`src/rtl/xbt_pkg.sv`:
```
`timescale 1ns/1ps
package xbt_pkg;
  localparam int LEN_W = 32;
  localparam int ERR_W = 8;
  localparam int REC_W = 44;
  localparam int CNT_W = LEN_W + 1;

  typedef enum logic [1:0] {
    ST_IDLE,
    ST_ARMED,
    ST_COUNT,
    ST_DRAIN
  } xbt_state_e;
endpackage

```
`src/rtl/xbt_beat_bytes.sv`:
```
`timescale 1ns/1ps
// Bytes carried by one stream beat: full width, or width minus empty on EOP.
module xbt_beat_bytes #(
  parameter int BEAT_BYTES = 4,
  parameter int EMPTY_W    = 2,
  parameter int OUT_W      = 33
) (
  input  logic               eop_i,
  input  logic [EMPTY_W-1:0] empty_i,
  output logic [OUT_W-1:0]   nbytes_o
);
  localparam logic [OUT_W-1:0] FULL = OUT_W'(BEAT_BYTES);

  always_comb begin
    if (eop_i) nbytes_o = FULL - OUT_W'(empty_i);
    else       nbytes_o = FULL;
  end
endmodule

```
`src/rtl/xbt_err_sticky.sv`:
```
`timescale 1ns/1ps
// Sticky OR accumulator for the error sideband.
module xbt_err_sticky #(
  parameter int ERR_W = 8
) (
  input  logic             clk,
  input  logic             rst,
  input  logic             clr_i,
  input  logic             en_i,
  input  logic [ERR_W-1:0] err_i,
  output logic [ERR_W-1:0] acc_o
);
  always_ff @(posedge clk) begin
    if (rst || clr_i) acc_o <= '0;
    else if (en_i)    acc_o <= acc_o | err_i;
  end
endmodule

```
`src/rtl/xbt_record.sv`:
```
`timescale 1ns/1ps
// Registered completion record; done is a single-cycle pulse.
module xbt_record #(
  parameter int LEN_W = 32,
  parameter int ERR_W = 8,
  parameter int REC_W = 44
) (
  input  logic             clk,
  input  logic             rst,
  input  logic             fire_i,
  input  logic [LEN_W-1:0] bytes_i,
  input  logic [ERR_W-1:0] err_i,
  input  logic             early_i,
  output logic [REC_W-1:0] rec_o
);
  localparam int PAD_W = REC_W - LEN_W - ERR_W - 2;

  logic [LEN_W-1:0] bytes_q;
  logic [ERR_W-1:0] err_q;
  logic             early_q;
  logic             done_q;

  always_ff @(posedge clk) begin
    if (rst) begin
      bytes_q <= '0;
      err_q   <= '0;
      early_q <= 1'b0;
      done_q  <= 1'b0;
    end else begin
      done_q <= fire_i;
      if (fire_i) begin
        bytes_q <= bytes_i;
        err_q   <= err_i;
        early_q <= early_i;
      end
    end
  end

  assign rec_o = {done_q, early_q, err_q, {PAD_W{1'b0}}, bytes_q};
endmodule

```
`src/rtl/xbt_byte_tally.sv`:
```
`timescale 1ns/1ps
module xbt_byte_tally
  import xbt_pkg::*;
#(
  parameter int BEAT_BYTES = 4,
  localparam int EMPTY_W = (BEAT_BYTES > 1) ? $clog2(BEAT_BYTES) : 1
) (
  input  logic               clk,
  input  logic               rst,
  input  logic               start_i,
  input  logic [LEN_W-1:0]   start_len_i,
  input  logic               start_eop_en_i,
  input  logic               st_valid_i,
  input  logic               st_sop_i,
  input  logic               st_eop_i,
  input  logic [EMPTY_W-1:0] st_empty_i,
  input  logic [ERR_W-1:0]   st_error_i,
  output logic [REC_W-1:0]   rec_o
);
  xbt_state_e       state_q, state_d;
  logic [LEN_W-1:0] len_q;
  logic             eop_en_q;
  logic [LEN_W-1:0] count_q, count_d;
  logic [CNT_W-1:0] nbytes;
  logic [CNT_W-1:0] sum;
  logic             over, reach, zero_done, taking, take_err;
  logic             fire, fin_et;
  logic [LEN_W-1:0] fin_bytes;
  logic [ERR_W-1:0] err_acc, fin_err;

  xbt_beat_bytes #(
    .BEAT_BYTES(BEAT_BYTES),
    .EMPTY_W   (EMPTY_W),
    .OUT_W     (CNT_W)
  ) u_beat (
    .eop_i   (st_eop_i),
    .empty_i (st_empty_i),
    .nbytes_o(nbytes)
  );

  assign sum       = {1'b0, count_q} + nbytes;
  assign over      = sum >  {1'b0, len_q};
  assign reach     = sum >= {1'b0, len_q};
  assign zero_done = (state_q == ST_ARMED) && !eop_en_q && (len_q == '0);
  assign taking    = st_valid_i &&
                     ((state_q == ST_COUNT) || ((state_q == ST_ARMED) && st_sop_i));
  assign take_err  = taking && !zero_done && !start_i;
  assign fin_err   = err_acc | (take_err ? st_error_i : '0);

  xbt_err_sticky #(.ERR_W(ERR_W)) u_err (
    .clk  (clk),
    .rst  (rst),
    .clr_i(start_i),
    .en_i (take_err),
    .err_i(st_error_i),
    .acc_o(err_acc)
  );

  always_comb begin
    state_d   = state_q;
    count_d   = count_q;
    fire      = 1'b0;
    fin_et    = 1'b0;
    fin_bytes = count_q;
    if (start_i) begin
      state_d = ST_ARMED;
      count_d = '0;
    end else begin
      unique case (state_q)
        ST_ARMED, ST_COUNT: begin
          if (zero_done) begin
            fire      = 1'b1;
            fin_bytes = '0;
            state_d   = ST_IDLE;
          end else if (taking) begin
            if (eop_en_q) begin
              if (over) begin
                fire    = 1'b1;
                fin_et  = 1'b1;
                state_d = st_eop_i ? ST_IDLE : ST_DRAIN;
              end else if (st_eop_i) begin
                fire      = 1'b1;
                fin_bytes = sum[LEN_W-1:0];
                state_d   = ST_IDLE;
              end else begin
                count_d = sum[LEN_W-1:0];
                state_d = ST_COUNT;
              end
            end else begin
              if (reach) begin
                fire      = 1'b1;
                fin_bytes = len_q;
                state_d   = ST_IDLE;
              end else begin
                count_d = sum[LEN_W-1:0];
                state_d = ST_COUNT;
              end
            end
          end
        end
        ST_DRAIN: begin
          if (st_valid_i && st_eop_i) state_d = ST_IDLE;
        end
        default: state_d = ST_IDLE;
      endcase
    end
  end

  always_ff @(posedge clk) begin
    if (rst) begin
      state_q  <= ST_IDLE;
      count_q  <= '0;
      len_q    <= '0;
      eop_en_q <= 1'b0;
    end else begin
      state_q <= state_d;
      count_q <= count_d;
      if (start_i) begin
        len_q    <= start_len_i;
        eop_en_q <= start_eop_en_i;
      end
    end
  end

  xbt_record #(
    .LEN_W(LEN_W),
    .ERR_W(ERR_W),
    .REC_W(REC_W)
  ) u_rec (
    .clk    (clk),
    .rst    (rst),
    .fire_i (fire),
    .bytes_i(fin_bytes),
    .err_i  (fin_err),
    .early_i(fin_et),
    .rec_o  (rec_o)
  );
endmodule

```
`config.mk`:
```
export PLATFORM = sky130hd
export DESIGN_NAME = xbt_byte_tally
export DESIGN_NICKNAME = d
export VERILOG_FILES = /design/src/rtl/xbt_pkg.sv /design/src/rtl/xbt_beat_bytes.sv /design/src/rtl/xbt_err_sticky.sv /design/src/rtl/xbt_record.sv /design/src/rtl/xbt_byte_tally.sv
export SDC_FILE = /design/constraint.sdc
export NUM_CORES = 1
export LEC_CHECK = 0
export ABC_AREA = 1
export BUFFER_PORTS_ARGS = -buffer_cell sky130_fd_sc_hd__buf_2
export CAP_MARGIN = 30
export CORE_MARGIN = 10
export CORE_UTILIZATION = 55
export CTS_BUF_LIST = sky130_fd_sc_hd__clkbuf_8
export CTS_CLUSTER_SIZE = 12
export DETAILED_ROUTE_END_ITERATION = 6
export PLACE_DENSITY = 0.81
export SYNTH_ARGS = -nofsm -noshare
export SYNTH_HDL_FRONTEND = slang
export SYNTH_SLANG_ARGS = --single-unit
```
`constraint.sdc`:
```
create_clock -name clk -period 3.65 [get_ports clk]
set_input_delay 0.1825 -clock clk [delete_from_list [all_inputs] [get_ports clk]]
set_output_delay 0.1825 -clock clk [all_outputs]
set_load 0.01 [all_outputs]
```
# --- Yosys cells after proc, flatten, opt, wreduce, memory -nomap -nowiden ---
# Cells that the tools add are included.
totals:
  inputBits: 49
  out_inout_bits: 44
  reg_bits: 117
  word_cells: 83
op_classes:
  n_lt_le_gt_ge: 2
  n_eq_ne: 10
  add_sub_neg: 2
  bitwise_logic: 3
  n_mux: 38
  reduce_logical: 18
ops:
  columns: ["operator", "count"]
  rows:
  - ["$mux W32", 12]
  - ["$add A32 B33 Y33", 1]
  - ["$ge A33 B32 Y1", 1]
  - ["$gt A33 B32 Y1", 1]
  - ["$mux W33", 1]
  - ["$logic_not A32 Y1", 1]
  - ["$mux W2", 8]
  - ["$or A8 B8 Y8", 2]
  - ["$mux W1", 15]
  - ["$mux W8", 1]
  - ["$ne A2 B2 Y1 const B", 4]
  - ["$logic_and A1 B1 Y1", 7]
  - ["$ne A3 B3 Y1 const B", 2]
  - ["$reduce_and A6 Y1", 1]
  - ["$eq A2 B2 Y1 const B", 2]
  - ["$ne A4 B4 Y1 const B", 1]
  - ["$pmux W2 S2", 1]
  - ["$reduce_and A2 Y1", 2]
  - ["$reduce_or A2 Y1", 2]
  - ["$sub A3 B2 Y4 const A", 1]
  - ["$logic_not A1 Y1", 3]
  - ["$eq A2 B1 Y1 const B", 1]
  - ["$logic_or A1 B1 Y1", 2]
  - ["$not A1 Y1", 1]

# --- Logic depth before layout (Yosys ltp) ---
logic_depth:
  ltp_word: 10
  ltp_mapped: 35
  mapped_depth_nobuf: 34

# --- By module ---
# Synthesis repeated with hierarchy kept, for this count alone.
unflattened:
  cells_unflattened: 1657
  hier_area_um2: 9919.5
modules_own_cells:
  columns: ["mod", "area_per_inst_um2", "cells_per_inst", "n_inst", "seq_area_each_um2"]
  rows:
  - ["xbt_byte_tally", 7536.0, 1299, 1, 1341.3]
  - ["xbt_record", 1770.4, 268, 1, 840.8]
  - ["xbt_err_sticky", 341.6, 50, 1, 160.2]
  - ["xbt_beat_bytes", 271.5, 40, 1, 0.0]

# --- Worst setup path after synthesis ---
# Ideal clock, no wire load.
synth_path:
  path_kind: "input -> register"
  start: "in st_eop_i"
  end: "reg count_q[27]"
  setup_time_ns: 0.125
  arrival_time_ns: 3.820
  n_path_buf: 3
  t_required_ns: 3.525
  slack_ns: -0.295
  cell_stages: 27
  cell_sequence: "clkbuf_1 > clkbuf_1 > nand2_1 > inv_1 > ha_1 > fa_1 > nand3_1 > nand2_2 > nand2_1 > nor2_1 > nand2_1 > nor2_1 > nand2_1 > and2_1 > ha_1 > nand3_1 > nor3_2 > nand2_1 > nor2_1 > nand4_4 > nand4_4 > inv_1 > nor2_1 > nor2_4 > buf_4 > o21ai_1 > a21oi_2"
synth_via:
  elab_chain_cells: 5
  elab_cells_between_ends: 12
  cone_classes: "add/sub (1); order compare (2); eq/ne (3); mux (5); reduce/logical (1)"
synth_lines:
  columns: ["item", "line", "text"]
  rows:
  - ["start: declaration", "xbt_byte_tally.sv:15", "input logic st_eop_i,"]
  - ["$mux W33 *", "xbt_beat_bytes.sv:15", "if (eop_i) nbytes_o = FULL - OUT_W'(empty_i);"]
  - ["$add A32 B33 Y33 *", "xbt_byte_tally.sv:41", "assign sum = {1'b0, count_q} + nbytes;"]
  - ["net sum[30]", "xbt_byte_tally.sv:25", "logic [CNT_W-1:0] sum;"]
  - ["$gt A33 B32 Y1 or $ge A33 B32 Y1 (tied branches)", "xbt_byte_tally.sv:42, xbt_byte_tally.sv:43", null]
  - ["$ne A2 B2 Y1 (no line)", null, null]
  - ["$reduce_and A6 Y1 (no line) *", null, null]
  - ["end signal: assignment", "xbt_byte_tally.sv:117", "count_q <= count_d;"]
  - ["end: declaration", "xbt_byte_tally.sv:23", "logic [LEN_W-1:0] count_q, count_d;"]
# The timed path passes the listed nets; every way through them passes the cells marked *. The select of a mux whose other input is x is not followed.
# A chain may end at the register's enable or synchronous reset.

# --- Worst setup path after layout ---
layout_path:
  start: "reg count_q[0]"
  end: "reg u_rec.bytes_q[25]"
layout_via:
  elab_chain_cells: 8
  elab_cells_between_ends: 18
  cone_classes: "add/sub (1); order compare (2); mux (15)"
layout_lines:
  columns: ["item", "line", "text"]
  rows:
  - ["$add A32 B33 Y33 *", "xbt_byte_tally.sv:41", null]
  - ["net sum[20]", "xbt_byte_tally.sv:25", null]
  - ["$ge A33 B32 Y1 or $gt A33 B32 Y1 (tied branches)", "xbt_byte_tally.sv:43, xbt_byte_tally.sv:42", null]
  - ["$mux W32 (tied with other cells)", "xbt_byte_tally.sv:90", "if (reach) begin"]
  - ["$mux W32 or $mux W1 (tied branches)", "xbt_byte_tally.sv:76", "if (eop_en_q) begin"]
  - ["$mux W32 or $mux W1 (tied branches)", "xbt_byte_tally.sv:75", "end else if (taking) begin"]
  - ["$mux W32 or $mux W1 (tied branches)", "xbt_byte_tally.sv:71", "if (zero_done) begin"]
  - ["$mux W32 or $mux W1 (tied branches)", "xbt_byte_tally.sv:69", "unique case (state_q)"]
  - ["$mux W32 or $mux W1 (tied branches)", "xbt_byte_tally.sv:65", "if (start_i) begin"]
  - ["end signal: assignment", "xbt_record.sv:32", "bytes_q <= bytes_i;"]
  - ["end: declaration", "xbt_record.sv:18", "logic [LEN_W-1:0] bytes_q;"]
# The timed path passes the listed nets; every way through them passes the cells marked *.

==> results.py <==
metrics = {
    "logic_synthesis": {
        "ys_ff_latch": 117,
        "synth_area_mm2": 0.00819,
        "syn_inst": 1323,
        "ys_warn_count": 0,
        "synthTopCellsByArea": "dfxtp_1, nand2_1, a21oi_1",
        "yosysTopAreaCell": "dfxtp_1",
        "syn_avg_cell_area_um2": 6.19,
        "synth_top_area_share_pct": 28.6,
        "yosysSeqAreaShare_pct": 28.6,
        "yosysUniqueCellTypes": 38,
    },
    "worst_setup_path": {
        "worstSetupEndpointType": "flop",
        "path_max_fanout": 10,
        "timing.rr.start": "count_q[0]$_SDFFE_PP0P_",
        "cp_slowest_cell": "fa_2",
        "crit_arrival_ps": 4090,
        "startpoint_type": "flop",
        "crit_type": "reg2reg",
        "reg2regPathDepth": 28,
        "crit_required_ps": 3990,
        "reg2reg_slack_ps": -100,
        "max_stage_delay_ps": 360,
        "crit_top_cell": "nand2_1",
        "r2r_end": "u_rec.bytes_q[25]$_SDFFE_PP0P_",
    },
    "timing": {
        "hold_viol": 0,
        "skew_ps": 12.7,
        "worstMarginPinSlew_ps": 814,
        "max_slew_margin_pct": 45.2,
        "fin_ws_ps": -101,
        "period_share_pct": 103,
        "final.setup.tns_ps": -585,
        "final_max_slew_viol_count": 0,
        "fmax_mhz": 267,
        "setup_violations": 34,
        "post-route-min-period_ps": 3750,
        "rsz0062_at_grt": "true",
    },
    "power": {
        "p_leak_nw": 4.93,
        "power_mw": 3.18,
        "vdd_ir_drop_max_mv": 0.261,
        "power_density_mw_per_mm2": 292,
    },
    "drt": {
        "drc": 27,
        "num_vias": 10188,
        "wire_per_inst_um": 19.4,
        "via_per_inst": 6.09,
        "ant_nets": 0,
        "drt_iter0_markers": 1480,
        "drt-total-wl_um": 32400,
        "firstDrtPassIters": 7,
    },
    "clocking": {
        "clkSlewWorstSetupHoldPaths_ps": 80,
        "clock-root-buffer": "clkbuf_8",
        "clockBufferDepth": 2,
        "cts_buffers": 17,
        "clock_latency_ps": 460,
        "numClockSinks": 117,
        "postCtsHoldBufs": 0,
        "cts_tree": "yes",
        "cts-htree-levels": 4,
    },
    "min_path": {
        "hold_path.startpoint": "start_len_i[21]",
        "whs_path_depth": 3,
        "hold_class": "in2reg",
        "whs_endpoint": "len_q[21]$_SDFFE_PP0P_",
    },
    "finish": {
        "drive_above_1_share_pct": 28.0,
        "nNetsFinal": 1564,
        "area_growth_pct": 32.9,
        "antennaDiodeCount": 0,
    },
    "status": {
        "status": "finished with violations",
        "violations": "design-rule violations, negative setup slack",
    },
    "floorplan": {
        "num_io_pins": 93,
        "die_w_um": 142,
        "die_area_mm2": 0.0202,
        "fp.coreArea_mm2": 0.0146,
        "die_h_um": 142,
        "initial_core_util_pct": 56.1,
        "rows": 44,
    },
    "grt": {
        "grt_pass1_vias": 9057,
        "track_usage_pct": 28.6,
        "grt-ovfl-total": 0,
        "antenna_found_initial": 0,
        "grt_max_degree": 45,
        "grt_pass1_wl_um": 46900,
    },
    "flow_run": {
        "maxCapViolCount": 0,
    },
    "place": {
        "place_congestion": 1.00,
        "dpl.hpwl_um": 20600,
        "port_buffers": 90,
    },
}
## cell usage in the layout, fill, tap and decap left out, types with 19 or more instances in the layout
master and n:
nand2_1 400, dfxtp_1 108, ha_1 32, o21ai_0 71, inv_1 121, nand3_1 81
nand2_2 36, a21oi_2 22, buf_2 90, nand4_1 47, nor2_1 68, a21oi_1 95
nand2_4 19, buf_4 80
## critical path: cells and delay by family (launching register included)
family	cells	cell delay, ps
and+or+nand+nor	17	1420
adders and majority gates	3	800
buffers and inverters	5	620
DFF	1	340
AOI/OAI and AO/OA	2	230
xor gates and xnor gates	1	200
## power breakdown
group	switching, mW	leakage [nW]	total [mW]	internal (mW)
registers	0.0326	0.957	1.34	1.31
logic	0.360	3.77	0.564	0.204
clock network	0.634	0.200	1.28	0.644
total	1.03	4.93	3.18	2.15
## per-stage QoR
step / cell area (um2) / std cells / setup slack, ps / hold WS (ps) / util (%)
floorplan: 8250 / 1324 / 4.22 / 352 / -
global placement: 9250 / 1602 / -341 / 443 / 63.4
detailed placement: 9280 / 1603 / -466 / 448 / 63.6
CTS: 10100 / 1658 / 0.321 / 2.55 / 69.5
global route: 10900 / 1672 / -280 / 16.8 / 74.6
finish: 10900 / 1672 / -101 / 0.0289 / 74.6
## repair_timing
item                                    4_1_cts  5_1_grt
endpoints found under the hold margin         0        0
pin swaps                                    12       46
endpoints found under the setup margin       73       75
gates cloned                                  6        4
resized for setup                            44      163
setup buffers                                17       12
## cells by family (layout without fill, tap and decap cells)
family	Yosys count	count (layout)	share of synthesized area, %
simple gates	714	715	38.5
compound gates	224	224	14.0
fa+ha+maj	40	40	6.20
other cells	1	2	0.0458
flops	117	117	28.6
xor+xnor	19	19	2.03
buf+inv	208	371	10.6
## metal layers
metal	track usage [%]	wire [um]	vias to the layer above
met4	17.8	2560	0
met5	0	0	-
li1	-	-	4595
met1	34.8	11800	4574
met3	7.18	3660	250
met2	44.3	14400	769
## Yosys cell counts (all sizes together)
master / count
and2: 1
clkinv: 2
and3: 1
nand3b: 2
clkbuf: 43
inv: 130
xor2: 19
o21ai: 103
nand4: 49
nand3: 90
fa: 1
conb: 1
nor2: 91
or2: 1
a21oi: 119
nor3: 10
nand2: 459
ha: 39
dfxtp: 117
nor4: 10
buf: 33
a21o: 2
## final cells by class
| cell class | instances | area (um2) |
|---|---|---|
| fillers | 1028 | 3700 |
| multi-input cells | 1000 | 5710 |
| well taps | 184 | 230 |
| flip-flops and latches | 117 | 2360 |
| repair buffers | 206 | 1660 |
| clock buffers | 18 | 248 |
| inverters | 132 | 508 |
| repair inverters | 1 | 7.51 |
| clock inverters | 14 | 164 |
## sequential cells by signal, summed over array words and instances (netlist names)
| signal | cells |
|---|---|
| count_q | 32 |
| len_q | 32 |
| u_rec.bytes_q | 32 |
| u_err.acc_o | 8 |
| u_rec.err_q | 8 |
| state_q | 2 |
| eop_en_q | 1 |
| u_rec.done_q | 1 |
| u_rec.early_q | 1 |
## worst max path at each step
stage                                  startpoint                             end  cells after the start
final                     count_q[0]$_SDFFE_PP0P_  u_rec.bytes_q[25]$_SDFFE_PP0P_                     28
after global routing      count_q[0]$_SDFFE_PP0P_  u_rec.bytes_q[25]$_SDFFE_PP0P_                     30
after CTS                 count_q[0]$_SDFFE_PP0P_     u_rec.err_q[3]$_SDFFE_PP0P_                     23
after detailed placement            st_empty_i[0]     u_rec.err_q[0]$_SDFFE_PP0P_                     29
after global placement              st_empty_i[0]        count_q[13]$_SDFFE_PP0P_                     28
after floorplan                          st_eop_i        count_q[16]$_SDFFE_PP0P_                     27
(Power assumes the default switching activity.)
